## config.mk

```make
export PLATFORM = sky130hd
export DESIGN_NAME = vid_actv_extract
export DESIGN_NICKNAME = d
export VERILOG_FILES = /design/src/rtl/vae_pkg.sv /design/src/rtl/vae_key_select.sv /design/src/rtl/vae_trs_detect.sv /design/src/rtl/vae_frame_ctrl.sv /design/src/rtl/vae_out_stage.sv /design/src/rtl/vid_actv_extract.sv
export SDC_FILE = /design/constraint.sdc
export NUM_CORES = 1
export LEC_CHECK = 0
export ABC_AREA = 1
export BUFFER_PORTS_ARGS = -buffer_cell sky130_fd_sc_hd__buf_4
export CAP_MARGIN = 20
export CORE_AREA = 2 2 61 63
export CTS_BUF_LIST = sky130_fd_sc_hd__clkbuf_8
export DETAILED_ROUTE_END_ITERATION = 16
export DIE_AREA = 0 0 63 65
export GPL_TIMING_DRIVEN = 0
export PLACE_DENSITY = 0.85
export SLEW_MARGIN = 20
export SYNTH_ARGS = -nofsm -noshare
export SYNTH_HDL_FRONTEND = slang
export SYNTH_SLANG_ARGS = --single-unit
```

## constraint.sdc

```tcl
create_clock -name clk -period 2.8 [get_ports clk]
set_input_delay 0 -clock clk [delete_from_list [all_inputs] [get_ports clk]]
set_output_delay 0 -clock clk [all_outputs]
set_load 0.02 [all_outputs]
```

## src/rtl/vae_pkg.sv

```systemverilog
package vae_pkg;

   localparam int unsigned KEY_W     = 8;
   localparam logic [7:0]  KEY_ONES  = 8'hFF;
   localparam logic [7:0]  KEY_ZERO  = 8'h00;
   localparam int unsigned F_POS     = 6;
   localparam int unsigned V_POS     = 5;
   localparam int unsigned H_POS     = 4;

   typedef enum logic [1:0] {
      TRS_IDLE = 2'd0,
      TRS_ONES = 2'd1,
      TRS_Z1   = 2'd2,
      TRS_Z2   = 2'd3
   } trs_state_e;

   typedef struct packed {
      logic f;
      logic v;
      logic h;
   } trs_flags_t;

endpackage

```

## src/rtl/vae_key_select.sv

```systemverilog
module vae_key_select #(
   parameter int unsigned DATA_W = 10
) (
   input  logic [DATA_W-1:0] in_data,
   input  logic              wide_mode,
   output logic [7:0]        key
);
   generate
      if (DATA_W > 8) begin : g_wide
         assign key = wide_mode ? in_data[DATA_W-1 -: 8] : in_data[7:0];
      end else begin : g_narrow
         logic unused_wide;
         assign unused_wide = wide_mode;
         assign key = in_data[7:0];
      end
   endgenerate
endmodule

```

## src/rtl/vae_trs_detect.sv

```systemverilog
module vae_trs_detect
   import vae_pkg::*;
(
   input  logic       clk,
   input  logic       rst_n,
   input  logic       in_valid,
   input  logic [7:0] key,
   output logic       det_idle,
   output logic       code_stb,
   output trs_flags_t flags
);
   trs_state_e st_q, st_d;
   logic       is_ones, is_zero;

   assign is_ones = (key == KEY_ONES);
   assign is_zero = (key == KEY_ZERO);

   always_comb begin
      st_d = st_q;
      if (in_valid) begin
         case (st_q)
            TRS_IDLE: st_d = is_ones ? TRS_ONES : TRS_IDLE;
            TRS_ONES: st_d = is_zero ? TRS_Z1 : (is_ones ? TRS_ONES : TRS_IDLE);
            TRS_Z1:   st_d = is_zero ? TRS_Z2 : (is_ones ? TRS_ONES : TRS_IDLE);
            TRS_Z2:   st_d = TRS_IDLE;
            default:  st_d = TRS_IDLE;
         endcase
      end
   end

   always_ff @(posedge clk) begin
      if (!rst_n) st_q <= TRS_IDLE;
      else        st_q <= st_d;
   end

   assign det_idle = (st_q == TRS_IDLE);
   assign code_stb = in_valid && (st_q == TRS_Z2);
   assign flags.f  = key[F_POS];
   assign flags.v  = key[V_POS];
   assign flags.h  = key[H_POS];
endmodule

```

## src/rtl/vae_frame_ctrl.sv

```systemverilog
module vae_frame_ctrl
   import vae_pkg::*;
#(
   parameter int unsigned LINE_W = 11
) (
   input  logic              clk,
   input  logic              rst_n,
   input  logic              code_stb,
   input  trs_flags_t        flags,
   input  logic [LINE_W-1:0] lines_per_frame,
   input  logic              fwd,
   output logic              gate_open,
   output logic              sol_pend,
   output logic              sof_pend
);
   logic              locked_q, vb_seen_q, active_q;
   logic [LINE_W-1:0] line_cnt_q;
   logic              sav_act, f1_start, lines_nz, room_left;

   assign sav_act   = !flags.h && !flags.v;
   assign f1_start  = sav_act && !flags.f && vb_seen_q;
   assign lines_nz  = (lines_per_frame != '0);
   assign room_left = (line_cnt_q < lines_per_frame);

   always_ff @(posedge clk) begin
      if (!rst_n) begin
         locked_q   <= 1'b0;
         vb_seen_q  <= 1'b0;
         active_q   <= 1'b0;
         line_cnt_q <= '0;
         sol_pend   <= 1'b0;
         sof_pend   <= 1'b0;
      end else begin
         if (fwd) begin
            sol_pend <= 1'b0;
            sof_pend <= 1'b0;
         end
         if (code_stb) begin
            if (flags.v)       vb_seen_q <= 1'b1;
            else if (!flags.h) vb_seen_q <= 1'b0;
            if (f1_start) begin
               locked_q   <= 1'b1;
               active_q   <= lines_nz;
               line_cnt_q <= lines_nz ? LINE_W'(1) : '0;
               sol_pend   <= lines_nz;
               sof_pend   <= lines_nz;
            end else if (sav_act && locked_q && room_left) begin
               active_q   <= 1'b1;
               line_cnt_q <= line_cnt_q + LINE_W'(1);
               sol_pend   <= 1'b1;
            end else begin
               active_q   <= 1'b0;
               sol_pend   <= 1'b0;
            end
         end
      end
   end

   assign gate_open = active_q && locked_q;
endmodule

```

## src/rtl/vae_out_stage.sv

```systemverilog
module vae_out_stage #(
   parameter int unsigned DATA_W = 10
) (
   input  logic              clk,
   input  logic              rst_n,
   input  logic              fwd,
   input  logic              wide_mode,
   input  logic [DATA_W-1:0] in_data,
   input  logic              sol_pend,
   input  logic              sof_pend,
   output logic              out_valid,
   output logic [DATA_W-1:0] out_data,
   output logic              out_sol,
   output logic              out_sof
);
   logic [DATA_W-1:0] data_sel;

   generate
      if (DATA_W > 8) begin : g_wide
         assign data_sel = wide_mode ? in_data
                                     : {{(DATA_W-8){1'b0}}, in_data[7:0]};
      end else begin : g_narrow
         logic unused_wide;
         assign unused_wide = wide_mode;
         assign data_sel = in_data;
      end
   endgenerate

   always_ff @(posedge clk) begin
      if (!rst_n) begin
         out_valid <= 1'b0;
         out_sol   <= 1'b0;
         out_sof   <= 1'b0;
         out_data  <= '0;
      end else begin
         out_valid <= fwd;
         out_sol   <= fwd && sol_pend;
         out_sof   <= fwd && sof_pend;
         if (fwd) out_data <= data_sel;
      end
   end
endmodule

```

## src/rtl/vid_actv_extract.sv

```systemverilog
module vid_actv_extract
   import vae_pkg::*;
#(
   parameter int unsigned DATA_W = 10,
   parameter int unsigned LINE_W = 11
) (
   input  logic              clk,
   input  logic              rst_n,
   input  logic              in_valid,
   input  logic [DATA_W-1:0] in_data,
   input  logic              wide_mode,
   input  logic [LINE_W-1:0] lines_per_frame,
   output logic              out_valid,
   output logic [DATA_W-1:0] out_data,
   output logic              out_sol,
   output logic              out_sof
);
   generate
      if (!(DATA_W == 8 || DATA_W == 10)) begin : g_bad_data_w
         $error("vid_actv_extract: DATA_W must be 8 or 10");
      end
      if (LINE_W < 1 || LINE_W > 16) begin : g_bad_line_w
         $error("vid_actv_extract: LINE_W must be 1..16");
      end
   endgenerate

   logic [7:0] key;
   logic       det_idle, code_stb, gate_open, sol_pend, sof_pend, fwd;
   trs_flags_t flags;

   vae_key_select #(.DATA_W(DATA_W)) u_key (
      .in_data   (in_data),
      .wide_mode (wide_mode),
      .key       (key)
   );

   vae_trs_detect u_det (
      .clk      (clk),
      .rst_n    (rst_n),
      .in_valid (in_valid),
      .key      (key),
      .det_idle (det_idle),
      .code_stb (code_stb),
      .flags    (flags)
   );

   vae_frame_ctrl #(.LINE_W(LINE_W)) u_ctrl (
      .clk             (clk),
      .rst_n           (rst_n),
      .code_stb        (code_stb),
      .flags           (flags),
      .lines_per_frame (lines_per_frame),
      .fwd             (fwd),
      .gate_open       (gate_open),
      .sol_pend        (sol_pend),
      .sof_pend        (sof_pend)
   );

   assign fwd = in_valid && det_idle && (key != KEY_ONES) && gate_open;

   vae_out_stage #(.DATA_W(DATA_W)) u_out (
      .clk       (clk),
      .rst_n     (rst_n),
      .fwd       (fwd),
      .wide_mode (wide_mode),
      .in_data   (in_data),
      .sol_pend  (sol_pend),
      .sof_pend  (sof_pend),
      .out_valid (out_valid),
      .out_data  (out_data),
      .out_sol   (out_sol),
      .out_sof   (out_sof)
   );
endmodule

```

==> out/metrics.csv <==
metric,value,unit
run_status,finished clean,
maxSlewHeadroom,63.85,%
grt_usage,24.75,%
num_rows,22,
reg2reg_to,u_ctrl.line_cnt_q[10],
seq_area_frac_synth,30.28,%
netlist_top_cells_area,"dfxtp_1 30%, nand2_1 14%, nor2_1 9.7%, nand3_1 7.6%, inv_1 7.5%",
worst_path_largest_cell_delay,0.33,ns
vias,2111,
crit_top_cell,nor2_1,
grt-ovfl-total,0,
hold_start,in_data[6],
io_pins,38,
p_per_area,393.6,nW/um^2
tightestPinTransition,0.5422,ns
syn_avg_cell_area,6.465,sq um
gp_routability_congestion,0.8267,
crit_fanout,10,
yosys.area.top_type,dfxtp_1,
min_to,u_out.out_data[6],
drtPass1Iterations,4,
n_antenna_cell,0,
rsz0062_at_grt,false,
top_layer,met4,
period_needed,1.764,ns
slowest_stage,dfxtp_1,
ctsResizeCount,0,
wl_met1,2.170,mm
vdd_ir_drop_max,0.4165,mV
core-area,3496,sq um
cp.required,3.00,ns
ys.warnings.count,0,
cp_top_family,simple AND/OR/NAND/NOR gates,
initial_core_util,58.63,%
cts_buffers,5,
nNetsFinal,401,
hold-path-cell-count,3,
cp_num_buf_inv,2,
drtIter0Drc,97,
cp_cell_sequence,ha_1 -> nand2_1 -> inv_1 -> nor2_1 -> nand3_2 -> nor2_4 -> nand3_4 -> nand2_4 -> inv_2 -> nor2_1 -> nor2_1,
final-hold-violation-count,0,
ys.flop_type,dfxtp_1,
synth_top_area_share,30.28,%
grt_max_degree,12,
synth_seq_cells,31,
cts_tree,yes,
post-route-drc-count,0,
crit_arrival,1.96,ns
cts_setup_buffers,0,
cts_hold_buf,6,
finalInstanceArea,2545,sq um
die_w,63,um
htreeDepth,2,
viasPerCell,5.099,
worst_setup_path_start_kind,flop,
p_leak,1.298,nW
slew_viol_final,0,
r2r-start,u_ctrl.line_cnt_q[10],
portBuffers,35,
drive_gt1_share,18.58,%
netlist_instances,317,
fin_skew,0.008047,ns
synth_edf_count,0,
dp_hpwl,3.504,mm
post-route-period-util,63.00,%
synth_common_cells,"79 x nand2_1, 53 x nor2_1, 41 x inv_1",
drt.antenna.violating_nets,0,
wl_per_cell,11.57,um
end_kind,flop,
synth_cell_types,28,
cap_viol_max_count,0,
critPathKind,flop to flop,
clock_latency,0.29,ns
antenna_found_initial,0,
wl_met2,2.215,mm
cts-root-buf,clkbuf_8,
synthToLayoutAreaGrowth,24.18,%
wl_met3,272,um
cts_sinks,31,
fmax,566.9,MHz
rrSetupSlack,1.04,ns
grt_pass1_wl,7.990,mm
min_path_type,primary input to flop,
setup_viol,0,
grt_pass1_vias,1861,
routed_wl,4.792,mm
dieHeight,65,um
r2r_cells,11,
die_area,4095,sq um
synth_fp_nets,353,
postPlaceCellArea,2372,sq um
cts_buffer_depth,2,
yosysMostFrequentCell,nand2_1,
totalNegativeSetupSlack,0,ns
path_clk_slew,0.08,ns
syn_area,2049,sq um
async_flop_share,0,%
==> per-stage QoR <==
step	std cells	hold slack (ns)	utilization, %	setup slack (ns)	total power [mW]
final	414	0.003160	72.80	1.036	1.002
after global routing	414	0.03941	72.80	0.8184	1.025
after global placement	400	0.2587	67.86	1.062	0.5456
after detailed placement	400	0.2643	67.86	1.052	0.5476
after floorplan	317	0.1601	-	1.250	0.5084
after CTS	414	0.003681	72.80	1.035	0.9962
==> how the worst max path moves through the flow <==
stage / startpoint / to / slack, ns / cells after the start
final: u_ctrl.line_cnt_q[10] / u_ctrl.line_cnt_q[10] / 1.04 / 11
after CTS: u_ctrl.line_cnt_q[10] / u_ctrl.line_cnt_q[10] / 1.04 / 11
after global routing: u_ctrl.line_cnt_q[10] / u_ctrl.line_cnt_q[0] / 0.82 / 11
after detailed placement: u_ctrl.line_cnt_q[10] / u_ctrl.line_cnt_q[10] / 1.05 / 11
after floorplan: u_ctrl.line_cnt_q[10] / u_ctrl.line_cnt_q[10] / 1.25 / 11
after global placement: u_ctrl.line_cnt_q[10] / u_ctrl.line_cnt_q[10] / 1.06 / 11
==> cell usage in the layout (no fill, tap or decap), types with 2 or more instances in the layout <==
master	n
nand2_4	3
or2_2	2
nand3b_1	3
nand2_1	79
clkbuf_8	5
ha_1	11
nor3_1	3
a21oi_1	13
o21ai_0	13
nor2_4	2
nor2_1	53
buf_4	36
nand3_1	31
inv_2	2
buf_6	5
nand2_2	5
nand4_1	6
clkbuf_1	3
dfxtp_1	31
inv_1	41
xor2_1	2
dlygate4sd3_1	6
==> power breakdown <==
part           internal [mW]  switching (mW)
clock network          0.265           0.190
registers              0.441       0.0000116
logic                 0.0481          0.0582
==> routing by layer <==
metal,up-vias,global-route usage (%)
li1,1099,-
met1,929,31.50
met2,67,40.16
met3,16,5.035
met4,0,11.67
met5,-,0
==> kinds of logic (layout without fill, tap and decap cells) <==
family / Yosys count / count (layout) / share of synthesized area [%]
adder cells (fa/ha/maj): 11 / 11 / 6.715
XOR/XNOR: 2 / 2 / 0.8549
AND/OR/NAND/NOR: 190 / 190 / 42.43
buffers and inverters: 53 / 102 / 11.97
flip-flops: 31 / 31 / 30.28
AO/OA/AOI/OAI: 30 / 30 / 7.753
==> tightest hold or removal path, cell delays in order <==
cell	delay, ns
buf_4	0.10
o21ai_0	0.09
nor2_1	0.08
==> sequential cells by signal, indices dropped and copies added, names as in the netlist <==
name / count
u_out.out_sof: 1
u_ctrl.sol_pend: 1
u_ctrl.active_q: 1
u_out.out_sol: 1
u_ctrl.sof_pend: 1
u_ctrl.line_cnt_q: 11
u_out.out_valid: 1
u_out.out_data: 10
u_ctrl.locked_q: 1
u_det.st_q: 2
u_ctrl.vb_seen_q: 1
==> final cells by class <==
| cell class | count | area [sq um] |
|---|---|---|
| fill | 306 | 950.9 |
| clock inverter | 3 | 43.79 |
| buffer | 9 | 75.07 |
| multi-input combinational | 233 | 1184 |
| timing repair buffer | 41 | 322.8 |
| sequential | 31 | 620.6 |
| inverter | 44 | 170.2 |
| clock buffer | 5 | 68.82 |
| tap | 48 | 60.06 |
Note: power is estimated with default switching activity, not from simulation.
